**src/rtl/spd_pkg.sv**
```systemverilog
package spd_pkg;

  typedef struct packed {
    logic load;
    logic capMem;
    logic capFifo;
    logic advance;
  } spdStrobe_t;

  typedef enum logic [2:0] {
    ST_IDLE,
    ST_RD_REQ,
    ST_RD_WAIT,
    ST_TX_SEND,
    ST_RX_CHECK,
    ST_WR_REQ,
    ST_WR_WAIT,
    ST_FIN
  } spdState_t;

endpackage

```
**src/rtl/spd_datapath.sv**
```systemverilog
module spd_datapath
  import spd_pkg::*;
#(
  parameter int AW        = 32,
  parameter int PAGE_BITS = 12,
  parameter int HALF_BITS = 11
) (
  input  logic                 clk,
  input  logic                 rstN,
  input  spdStrobe_t           strb,
  input  logic [AW-1:0]        startAddr,
  input  logic                 startRx,
  input  logic [7:0]           rdLane,
  input  logic [7:0]           fifoData,
  output logic [AW-1:0]        addrQ,
  output logic [7:0]           byteQ,
  output logic [PAGE_BITS:0]   countQ,
  output logic                 dirRxQ,
  output logic                 wrapTx,
  output logic                 wrapRx
);
  localparam int CW = PAGE_BITS + 1;

  logic [AW-1:0] nextAddr;

  assign nextAddr = addrQ + AW'(4);
  assign wrapTx   = (nextAddr[PAGE_BITS-1:2] == '0);
  assign wrapRx   = (nextAddr[HALF_BITS-1:2] == '0);

  always_ff @(posedge clk) begin
    if (!rstN) begin
      addrQ  <= '0;
      byteQ  <= '0;
      countQ <= '0;
      dirRxQ <= 1'b0;
    end else begin
      if (strb.load) begin
        addrQ  <= {startAddr[AW-1:2], 2'b00};
        countQ <= '0;
        dirRxQ <= startRx;
      end
      if (strb.capMem)  byteQ <= rdLane;
      if (strb.capFifo) byteQ <= fifoData;
      if (strb.advance) begin
        addrQ  <= nextAddr;
        countQ <= countQ + (dirRxQ ? CW'(4) : CW'(1));
      end
    end
  end

  AST_ADV_STEP: assert property (@(posedge clk) disable iff (!rstN)
    strb.advance |=> (addrQ[1:0] == 2'b00) && (countQ != '0)) else $error("advance step");

endmodule

```
**src/rtl/spd_ctrl.sv**
```systemverilog
module spd_ctrl
  import spd_pkg::*;
(
  input  logic       clk,
  input  logic       rstN,
  input  logic       startPulse,
  input  logic       startRx,
  input  logic       loopEn,
  input  logic       memGnt,
  input  logic       memRvalid,
  input  logic       txReady,
  input  logic       fifoEmpty,
  input  logic       wrapTx,
  input  logic       wrapRx,
  output spdStrobe_t strb,
  output logic       memReq,
  output logic       memWe,
  output logic       txValid,
  output logic       fifoPop,
  output logic       fifoPush,
  output logic       doneStrobe,
  output logic       busy
);
  spdState_t stateQ, stateD;

  always_comb begin
    stateD = stateQ;
    strb   = '0;
    case (stateQ)
      ST_IDLE: if (startPulse) begin
        strb.load = 1'b1;
        stateD    = startRx ? ST_RX_CHECK : ST_RD_REQ;
      end
      ST_RD_REQ:  if (memGnt) stateD = ST_RD_WAIT;
      ST_RD_WAIT: if (memRvalid) begin
        strb.capMem = 1'b1;
        stateD      = ST_TX_SEND;
      end
      ST_TX_SEND: if (txReady) begin
        strb.advance = 1'b1;
        stateD       = wrapTx ? ST_FIN : ST_RD_REQ;
      end
      ST_RX_CHECK: begin
        if (fifoEmpty) stateD = ST_FIN;
        else begin
          strb.capFifo = 1'b1;
          stateD       = ST_WR_REQ;
        end
      end
      ST_WR_REQ:  if (memGnt) stateD = ST_WR_WAIT;
      ST_WR_WAIT: if (memRvalid) begin
        strb.advance = 1'b1;
        stateD       = wrapRx ? ST_FIN : ST_RX_CHECK;
      end
      ST_FIN:  stateD = ST_IDLE;
      default: stateD = ST_IDLE;
    endcase
  end

  always_ff @(posedge clk) begin
    if (!rstN) stateQ <= ST_IDLE;
    else       stateQ <= stateD;
  end

  assign memReq     = (stateQ == ST_RD_REQ) || (stateQ == ST_WR_REQ);
  assign memWe      = (stateQ == ST_WR_REQ);
  assign txValid    = (stateQ == ST_TX_SEND);
  assign fifoPop    = (stateQ == ST_RX_CHECK) && !fifoEmpty;
  assign fifoPush   = txValid && txReady && loopEn;
  assign doneStrobe = (stateQ == ST_FIN);
  assign busy       = (stateQ != ST_IDLE);

  AST_DONE_PULSE: assert property (@(posedge clk) disable iff (!rstN)
    doneStrobe |=> !doneStrobe && !busy) else $error("done width");
  AST_POP_NONEMPTY: assert property (@(posedge clk) disable iff (!rstN)
    fifoPop |-> !fifoEmpty) else $error("pop on empty");
  AST_ONE_OUTSTANDING: assert property (@(posedge clk) disable iff (!rstN)
    (memReq && memGnt) |=> !memReq) else $error("second request");
  AST_BUSY_START: assert property (@(posedge clk) disable iff (!rstN)
    (busy && startPulse && !doneStrobe) |=> busy) else $error("start disturbed");

endmodule

```
**src/rtl/serial_page_dma.sv**
```systemverilog
module serial_page_dma
  import spd_pkg::*;
#(
  parameter int AW        = 32,
  parameter int PAGE_BITS = 12,
  parameter int HALF_BITS = 11
) (
  input  logic                 clk,
  input  logic                 rstN,
  input  logic                 startPulse,
  input  logic [AW-1:0]        startAddr,
  input  logic                 startRx,
  input  logic                 loopEn,
  output logic                 memReq,
  output logic                 memWe,
  output logic [AW-1:0]        memAddr,
  output logic [31:0]          memWdata,
  input  logic                 memGnt,
  input  logic                 memRvalid,
  input  logic [31:0]          memRdata,
  output logic                 txValid,
  output logic [7:0]           txByte,
  input  logic                 txReady,
  input  logic                 fifoEmpty,
  input  logic [7:0]           fifoData,
  output logic                 fifoPop,
  output logic                 fifoPush,
  output logic [7:0]           fifoPushData,
  output logic                 busy,
  output logic                 doneStrobe,
  output logic [PAGE_BITS:0]   doneCount
);
  spdStrobe_t strb;
  logic [AW-1:0] addrQ;
  logic [7:0]    byteQ;
  logic          dirRxQ, wrapTx, wrapRx;
  logic          unusedBits;

  assign unusedBits = ^{memRdata[31:16], memRdata[7:0], dirRxQ};

  spd_ctrl ctrl_i (
    .clk(clk), .rstN(rstN), .startPulse(startPulse), .startRx(startRx),
    .loopEn(loopEn), .memGnt(memGnt), .memRvalid(memRvalid),
    .txReady(txReady), .fifoEmpty(fifoEmpty), .wrapTx(wrapTx),
    .wrapRx(wrapRx), .strb(strb), .memReq(memReq), .memWe(memWe),
    .txValid(txValid), .fifoPop(fifoPop), .fifoPush(fifoPush),
    .doneStrobe(doneStrobe), .busy(busy)
  );

  spd_datapath #(.AW(AW), .PAGE_BITS(PAGE_BITS), .HALF_BITS(HALF_BITS)) dp_i (
    .clk(clk), .rstN(rstN), .strb(strb), .startAddr(startAddr),
    .startRx(startRx), .rdLane(memRdata[15:8]), .fifoData(fifoData),
    .addrQ(addrQ), .byteQ(byteQ), .countQ(doneCount), .dirRxQ(dirRxQ),
    .wrapTx(wrapTx), .wrapRx(wrapRx)
  );

  assign memAddr      = addrQ;
  assign memWdata     = {4{byteQ}};
  assign txByte       = byteQ;
  assign fifoPushData = byteQ;

  AST_REQ_HOLD: assert property (@(posedge clk) disable iff (!rstN)
    (memReq && !memGnt) |=> memReq && $stable(memAddr) && $stable(memWe)) else $error("req dropped");
  AST_TX_HOLD: assert property (@(posedge clk) disable iff (!rstN)
    (txValid && !txReady) |=> txValid && $stable(txByte)) else $error("tx unstable");
  AST_PUSH_ON_SEND: assert property (@(posedge clk) disable iff (!rstN)
    fifoPush |-> txValid && txReady && loopEn) else $error("stray push");
  AST_COUNT_HOLD: assert property (@(posedge clk) disable iff (!rstN)
    (!busy && !startPulse) |=> $stable(doneCount)) else $error("count moved");

endmodule

```
**config.mk**
```make
export PLATFORM = sky130hd
export DESIGN_NAME = serial_page_dma
export DESIGN_NICKNAME = d
export VERILOG_FILES = /design/src/rtl/spd_pkg.sv /design/src/rtl/spd_datapath.sv /design/src/rtl/spd_ctrl.sv /design/src/rtl/serial_page_dma.sv
export SDC_FILE = /design/constraint.sdc
export NUM_CORES = 1
export LEC_CHECK = 0
export BUFFER_PORTS_ARGS = -buffer_cell sky130_fd_sc_hd__buf_2
export CORE_MARGIN = 1
export CORE_UTILIZATION = 43
export DETAILED_ROUTE_END_ITERATION = 10
export HOLD_SLACK_MARGIN = 0.08
export MAX_ROUTING_LAYER = met4
export PLACE_DENSITY = 0.79
export SYNTH_ARGS = -nofsm -noshare
export SYNTH_HDL_FRONTEND = slang
export SYNTH_SLANG_ARGS = --single-unit
```
**constraint.sdc**
```tcl
create_clock -name clk -period 2.7 [get_ports clk]
set_clock_uncertainty 0.2 [all_clocks]
set_input_delay 0.405 -clock clk [delete_from_list [all_inputs] [get_ports clk]]
set_output_delay 0.405 -clock clk [all_outputs]
set_load 0.02 [all_outputs]
```
==> flow_summary.ini, run 1 <==
[run_status]
status = completed

[flow_run]
max_cap_viol_count = 0

[finish]
stdcell_count = 664
syn_to_final_growth_pct = 17.1
nets = 644
drive_gt1_frac = 0.335
diodes = 0

[timing]
grt_setup_unrepaired = no
drv_slew = 0
hold_ws_ns = 0.133
finalCriticalPeriod_ns = 2.53
tns_ns = 0
slew_headroom = 0.434
setup_violations = 0
period_share = 0.936
hold_violations = 0
fmax_ghz = 0.396
layout_setup_ws_ns = 0.174
tightest_slew_ns = 0.848

[clock_tree]
path_clk_slew_ns = 0.10
cts_resized = 0
cts.sinks = 55
post-cts-setup-buffer-count = 0
clock_path_buffers = 2
cts_root_buffer = clkbuf_8
cts_buffers = 5
clkLatencyLatePin_ns = 0.31
holdBufCountCts = 0
tritoncts = built
h-tree-depth = 2

[logic_synthesis]
syn_inst = 460
synth.most_common_cell = dfxtp_1
ys_top_cells_by_count = 55 x dfxtp_1, 47 x nand2_1, 42 x buf_4
avgSynthCellArea_um2 = 7.89
syn_area_um2 = 3630
synthFlopType = dfxtp_1
synth_top_cell_by_area = dfxtp_1
synth-seq-cells = 55
yosys_warnings = 0
async_flop_share = 0
synth_area_leaders = dfxtp_1 30%, buf_4 8.7%, nand2_1 4.9%
yosysSeqAreaShare = 0.303
synth_edf_count = 0
synth_top_area_share = 0.303
synth_cell_types = 62

[placement]
dpl.cell_count = 656
io_buffers = 152
gp_congestion = 0.876
hpwl_um = 7630
post-place-ws_ns = 0.416

[setup_path]
crit_family = simple AND/OR/NAND/NOR gates
crit_start = ctrl_i.stateQ[2]
worstPathMaxFanout = 17
r2r_start = dp_i.addrQ[2]
crit_path_start_kind = flop
ff2ff_path_depth = 6
critPathBufInv = 3
required_ns = 2.10
r2r_end = ctrl_i.stateQ[0]
arrival_ns = 1.92
end_kind = output port
crit_type = flop to output port
slowest_stage = or3_1
cp.depth = 5
reg2reg_slack_ns = 0.40
cp-endpoint = fifoPop
cp_cell_sequence = buf_4, nand2b_1, or3_1, inv_1, buf_2
critPathMaxStageDelay_ns = 0.55

[routing]
dr_total_vias = 3810
drt_iter0_markers = 141
wl_per_cell_um = 15.5
drc = 0
drt_first_pass_iters = 4
routed_wl_um = 10300
post_drt_via_cell_ratio = 5.74
drtAntennaViolNets = 0

[grt]
grt_start_max_net_pins = 30
grt_pass1_wl_um = 16100
grt_pass1_vias = 3404
track_usage = 0.236
antenna_found_initial = 0
grt-ovfl-total = 0

[power_and_ir_drop]
pwr-share-seq = 0.408
vdd_ir_drop_max_v = 0.000274
combPwrFrac = 0.425
power_leakage_uw = 0.00189
p_int_uw = 1540
clockPowerShare = 0.166
power_per_cell_area_nw_per_um2 = 649
switching_share = 0.440
p_sw_uw = 1210
total_power_uw = 2760

[floorplan]
start_util = 0.444
pin_count = 181
die_y_um = 93.9
coreArea_um2 = 8180
num_rows = 33
die-width_um = 93.9
die_area_um2 = 8810

[min_path]
whs_path_depth = 3
holdCritPathClass = primary input to flop
-- cell families after synthesis --
| logic type | Yosys count | synth area share |
|---|---|---|
| simple gates | 169 | 0.256 |
| compound gates | 126 | 0.230 |
| buf+inv | 86 | 0.143 |
| flops | 55 | 0.303 |
| mux | 13 | 0.0372 |
| fa+ha+maj | 5 | 0.0172 |
| xor+xnor | 5 | 0.0121 |
| other cells | 1 | 0.00103 |
-- layer usage --
layer | global-route usage | part of all wire
met1 | 0.285 | 0.43
met5 | - | 0
met2 | 0.395 | 0.49
met3 | 0.0372 | 0.064
met4 | 0.0923 | 0.018
-- placed cells by master (no fill, tap or decap), types with 2 or more instances in the layout --
| master | count |
|---|---|
| o311ai_0 | 4 |
| a2bb2oi_1 | 2 |
| and3_1 | 12 |
| a21oi_1 | 33 |
| nand2_1 | 47 |
| buf_4 | 10 |
| conb_1 | 2 |
| nor4_1 | 11 |
| nand3_2 | 2 |
| o211ai_1 | 5 |
| a22oi_1 | 3 |
| dfxtp_1 | 55 |
| nor3_1 | 13 |
| mux2_2 | 2 |
| mux2i_1 | 9 |
| nand4_1 | 11 |
| and4_4 | 3 |
| nor2b_1 | 3 |
| inv_1 | 12 |
| or3_1 | 8 |
| buf_2 | 152 |
| a32oi_1 | 3 |
| a211oi_1 | 11 |
| clkbuf_8 | 5 |
| mux2_1 | 2 |
| a31oi_1 | 18 |
| buf_12 | 2 |
| o21ai_0 | 13 |
| a41o_1 | 3 |
| nand3_1 | 19 |
| xor2_1 | 4 |
| nor2_1 | 23 |
| or4_1 | 3 |
| o21ai_1 | 9 |
| ha_1 | 5 |
| and2_1 | 2 |
| and3b_1 | 2 |
| o21a_1 | 5 |
| o31a_1 | 6 |
-- worst min-delay path by stage --
stage	startpoint	end	slack [ns]
2_1_floorplan	dp_i.dirRxQ	dp_i.dirRxQ	0.25
3_3_place_gp	dp_i.dirRxQ	dp_i.dirRxQ	0.27
3_5_place_dp	dp_i.dirRxQ	dp_i.dirRxQ	0.27
4_1_cts	startAddr[25]	dp_i.addrQ[25]	0.13
5_1_grt	startAddr[22]	dp_i.addrQ[22]	0.14
6_report	startAddr[25]	dp_i.addrQ[25]	0.13
-- worst min-delay path, delay by kind of cell --
kind	cells	cell delay [ns]
simple gates	1	0.05
compound gates	1	0.05
buf+inv	1	0.09
-- area by class of cell --
cell class / instances / area, µm²
clock inverter: 2 / 12.5
sequential: 55 / 1100
timing repair buffer: 164 / 876
fill: 816 / 3930
multi-input combinational: 320 / 2010
clock buffer: 6 / 72.6
tap: 105 / 131
inverter: 12 / 45.0
-- stage by stage --
| step | cell area, µm² | util |
|---|---|---|
| floorplan | 3630 | - |
| global placement | 4170 | 0.509 |
| detailed placement | 4170 | 0.509 |
| CTS | 4250 | 0.520 |
| global route | 4250 | 0.520 |
| finish | 4250 | 0.520 |
-- power groups by stage --
stage / clock network (µW) / registers, µW / logic, µW
detailed placement: 0 / 1140 / 1170
global route: 506 / 1160 / 1280
global placement: 0 / 1130 / 1160
finish: 459 / 1130 / 1170
CTS: 473 / 1120 / 1180
floorplan: 0 / 1180 / 860
-- sequential cells by signal, indices dropped and copies added (netlist names) --
register / cells
dp_i.addrQ: 30
dp_i.countQ: 13
dp_i.dirRxQ: 1
ctrl_i.stateQ: 3
dp_i.byteQ: 8
Power figures use the tool's default switching activity.
==> run 2: changes to the inputs <==
--- a/config.mk
+++ b/config.mk
@@ -13,4 +13,5 @@
 export MAX_ROUTING_LAYER = met4
 export PLACE_DENSITY = 0.79
+export SLEW_MARGIN = 25
 export SYNTH_ARGS = -nofsm -noshare
 export SYNTH_HDL_FRONTEND = slang
==> constraint.sdc (replaced) <==
create_clock -name clk -period 2.7 [get_ports clk]
set_clock_uncertainty 0.2 [all_clocks]
set_input_delay 0.405 -clock clk [delete_from_list [all_inputs] [get_ports clk]]
set_output_delay 0.405 -clock clk [all_outputs]
set_load 0.1 [all_outputs]
==> run 2 against run 1 <==
Against the previous run:
- die area unchanged
- clock-buffer cell count increased by 2
- maximum frequency decreased by 1.3%
- combinational power increased by 120%
- power increased by 51%
- final cell count increased by 0.45%
- clock power increased by 11%
- register-to-register slack got worse by 0.03 ns
- hold slack got worse by 0.0033 ns
- via count increased by 0.94%
- design area increased by 0.97%
- first-iteration DRC count increased by 16%
- critical endpoint is now fifoPush
==> flow_summary.ini, run 2 (synthesis gave the netlist of run 1 again) <==
[run_status]
status = completed

[setup_path]
required_ns = 2.10
crit_family = flip-flops
cp.depth = 4
crit_path_start_kind = flop
cp_cell_sequence = nand2_1, nor2_2, and3_2, buf_2
end_kind = output port
ff2ff_path_depth = 4
arrival_ns = 1.96
worstPathMaxFanout = 17
critPathMaxStageDelay_ns = 0.69
critPathBufInv = 1
crit_type = flop to output port
slowest_stage = dfxtp_1

[floorplan]
coreArea_um2 = 8180
start_util = 0.444
die_y_um = 93.9
num_rows = 33
pin_count = 181
die_area_um2 = 8810
die-width_um = 93.9

[finish]
largest_register = dp_i.addrQ
seq_area_um2 = 1100
nets = 647
final_common_cell = buf_2
stdcell_area_um2 = 4290
diodes = 0
final_util = 0.525
syn_to_final_growth_pct = 18.3
largestRegisters = dp_i.addrQ x30, dp_i.countQ x13, dp_i.byteQ x8
multi_input_area_um2 = 2020
mostFrequentLayoutCells = 151 x buf_2, 53 x dfxtp_1, 47 x nand2_1, 33 x a21oi_1, 22 x nor2_1
nFillCells = 825
largest_reg_flops = 30
drive_gt1_frac = 0.347

[timing]
hold_violations = 0
hold_ws_ns = 0.129
slew_headroom = 0.625
drv_slew = 0
tightest_slew_ns = 0.561
finalCriticalPeriod_ns = 2.56
period_share = 0.948
setup_violations = 0
grt_setup_unrepaired = no
fmax_ghz = 0.391

[clock_tree]
cts_root_buffer = clkbuf_8
cts_buffers = 5
post-cts-setup-buffer-count = 0
cts_resized = 0
path_clk_slew_ns = 0.10
tritoncts = built
clkLatencyLatePin_ns = 0.30
cts.sinks = 55
h-tree-depth = 2
clock_path_buffers = 2
holdBufCountCts = 0

[routing]
post_drt_via_cell_ratio = 5.77
wl_met2_um = 5080
drc = 0
routedLengthMet1_um = 4290
maxUsedRoutingLayer = met4
drtAntennaViolNets = 0
dr_total_vias = 3846
wl_per_cell_um = 15.4
drt_first_pass_iters = 7
drt_iter0_markers = 163
routed_wl_um = 10300
wl_met3_um = 636

[grt]
grt_pass1_vias = 3483
grt_pass1_wl_um = 16500
grt-ovfl-total = 0
antenna_found_initial = 0
grt_start_max_net_pins = 30
track_usage = 0.242

[power_and_ir_drop]
power_per_cell_area_nw_per_um2 = 972
p_int_uw = 1610
switching_share = 0.615
pwr-share-seq = 0.266
total_power_uw = 4170
combPwrFrac = 0.612
p_sw_uw = 2560
clockPowerShare = 0.122
vdd_ir_drop_max_v = 0.000378
power_leakage_uw = 0.00192

[placement]
dpl_cell_area_um2 = 4190
gp_congestion = 0.881
io_buffers = 152
hpwl_um = 7700

[min_path]
holdCritPathClass = primary input to flop
whs_path_depth = 3

[flow_run]
max_cap_viol_count = 0
run 2: worst paths after layout:
kind	startpoint	slack, ns	to
max	ctrl_i.stateQ[1]	0.14	fifoPush
min	startAddr[25]	0.13	dp_i.addrQ[25]
max reg2reg	ctrl_i.stateQ[1]	0.37	dp_i.addrQ[22]
min reg2reg	dp_i.dirRxQ	0.30	dp_i.dirRxQ
run 2: routing by layer:
| layer | vias up | track usage |
|---|---|---|
| met1 | 1803 | 0.284 |
| met4 | 0 | 0.0821 |
| met3 | 19 | 0.0307 |
| met5 | - | - |
| li1 | 1858 | - |
| met2 | 166 | 0.425 |
run 2: cell type report:
type	instances	share of cell area
Tap cell	105	0.0306
Inverter	12	0.0105
Multi-Input combinational cell	320	0.471
Sequential cell	55	0.257
Timing Repair Buffer	167	0.207
Clock buffer	8	0.0233
run 2: power by group through the flow:
| stage | Sequential, µW | Clock [µW] | Combinational [µW] |
|---|---|---|---|
| floorplan | 1750 | 0 | 1660 |
| CTS | 1110 | 527 | 2560 |
| global route | 1140 | 553 | 2660 |
| detailed placement | 1130 | 0 | 2550 |
| finish | 1110 | 509 | 2550 |
| global placement | 1120 | 0 | 2540 |
run 2: per-stage QoR:
step | setup WS [ns] | instances | TNS, ns
detailed placement | 0.386 | 659 | 0
finish | 0.140 | 667 | 0
global placement | 0.414 | 659 | 0
floorplan | -0.166 | 461 | -0.166
CTS | 0.105 | 667 | 0
global route | 0.0211 | 667 | 0
run 2: tightest hold or removal path: cells and delay by family:
family / cells / cell delay [ns]
buffers and inverters: 1 / 0.09
AOI/OAI and AO/OA: 1 / 0.05
and+or+nand+nor: 1 / 0.04
==> run 3: changes to the inputs <==
PLACE_DENSITY = 0.76   (was 0.79)
==> run 3 against run 2 <==
Against the previous run:
- non-clock buffer count fell by 1
- design area grew 0.12%
- setup slack improved by 0.071 ns
- clock power down 8.6%
- maximum frequency rose by 2.9%
- final cell count shrank 0.30%
- utilization rose by 0.061 points
- via count fell by 2.2%
- flip-flop and latch count unchanged
- routed wire length fell by 3.4%
- sequential share of layout area hardly changed
==> flow_summary.ini, run 3 (synthesis gave the netlist of run 1 again) <==
[setup_path]
worstPathMaxFanout = 17
crit_path_start_kind = flop
end_kind = output port
arrival_ns = 1.88
reg2reg_slack_ns = 0.43
required_ns = 2.10
crit_type = flop to output port

[finish]
stdcell_count = 665
seq_area_um2 = 1100
nFillCells = 828
largest_register = dp_i.addrQ
drive_gt1_frac = 0.346
nets = 646
final_common_cell = buf_2
multi_input_area_um2 = 2020
mostFrequentLayoutCells = 151 x buf_2, 53 x dfxtp_1, 47 x nand2_1, 33 x a21oi_1, 22 x nor2_1
largest_reg_flops = 30
largestRegisters = dp_i.addrQ x30, dp_i.countQ x13, dp_i.byteQ x8
diodes = 0
syn_to_final_growth_pct = 18.4

[timing]
hold_ws_ns = 0.139
period_share = 0.922
finalCriticalPeriod_ns = 2.49
setup_violations = 0
slew_headroom = 0.613
hold_violations = 0
tightest_slew_ns = 0.580
drv_slew = 0
layout_setup_ws_ns = 0.211
fmax_ghz = 0.402
grt_setup_unrepaired = no

[placement]
dpl.cell_count = 658
post-place-ws_ns = 0.454
io_buffers = 152
gp_congestion = 0.864
hpwl_um = 7370

[floorplan]
die_area_um2 = 8810
num_rows = 33
die_y_um = 93.9
pin_count = 181
die-width_um = 93.9
start_util = 0.444
coreArea_um2 = 8180

[clock_tree]
h-tree-depth = 2
post-cts-setup-buffer-count = 0
cts_root_buffer = clkbuf_8
clkLatencyLatePin_ns = 0.31
cts.sinks = 55
tritoncts = built
holdBufCountCts = 0
cts_buffers = 5
cts_resized = 0
clock_path_buffers = 2
path_clk_slew_ns = 0.10

[routing]
wl_per_cell_um = 14.9
post_drt_via_cell_ratio = 5.66
drc = 0
routed_wl_um = 9900
drtAntennaViolNets = 0
dr_total_vias = 3762
drt_first_pass_iters = 4
drt_iter0_markers = 149

[grt]
grt_pass1_wl_um = 15900
track_usage = 0.232
grt_pass1_vias = 3352
grt-ovfl-total = 0
antenna_found_initial = 0
grt_start_max_net_pins = 37

[power_and_ir_drop]
power_leakage_uw = 0.00191
vdd_ir_drop_max_v = 0.000393
power_per_cell_area_nw_per_um2 = 961

[flow_run]
max_cap_viol_count = 0

[min_path]
holdCritPathClass = primary input to flop

[run_status]
status = completed
==> run 3: layout make-up <==
class,count,area share
multi-input combinational,320,0.471
sequential,55,0.257
timing repair buffer,166,0.211
tap,105,0.0306
clock buffer,6,0.0192
inverter,12,0.0105
clock inverter,1,0.00116
==> run 3: power breakdown <==
part	internal, µW	leakage [µW]	total (µW)	switching, µW
logic	455	0.00142	2550	2100
clock network	202	0.0000470	465	263
registers	925	0.000449	1110	184
==> run 3: path summary, 6_finish.rpt <==
| kind | start | end | depth (start not counted) |
|---|---|---|---|
| hold / removal | startAddr[15] | dp_i.addrQ[15] | 3 |
| hold reg to reg | dp_i.countQ[2] | dp_i.countQ[2] | 2 |
| setup / recovery | ctrl_i.stateQ[1] | fifoPush | 4 |
| setup reg to reg | dp_i.addrQ[2] | ctrl_i.stateQ[0] | 6 |
==> run 3: through the flow <==
step | instance area (µm²) | setup TNS (ns) | power (µW) | utilization
final | 4300 | 0 | 4130 | 0.526
after global routing | 4300 | 0 | 4330 | 0.526
after CTS | 4300 | 0 | 4160 | 0.526
after detailed placement | 4210 | 0 | 3680 | 0.515
after global placement | 4210 | 0 | 3660 | 0.515
after floorplan | 3650 | -0.166 | 3400 | -
==> run 3: worst max-delay path: stages, from the launching register on <==
cell     delay [ns]
dfxtp_1        0.69
nand2_1        0.17
nor2_2         0.14
and3_2         0.18
buf_2          0.41
==> run 3: metal layers <==
layer  global-route usage  routed length [µm]
met5                    -                   0
met4               0.0641                 125
met3               0.0372                 754
met2                0.396                4750
met1                0.283                4280
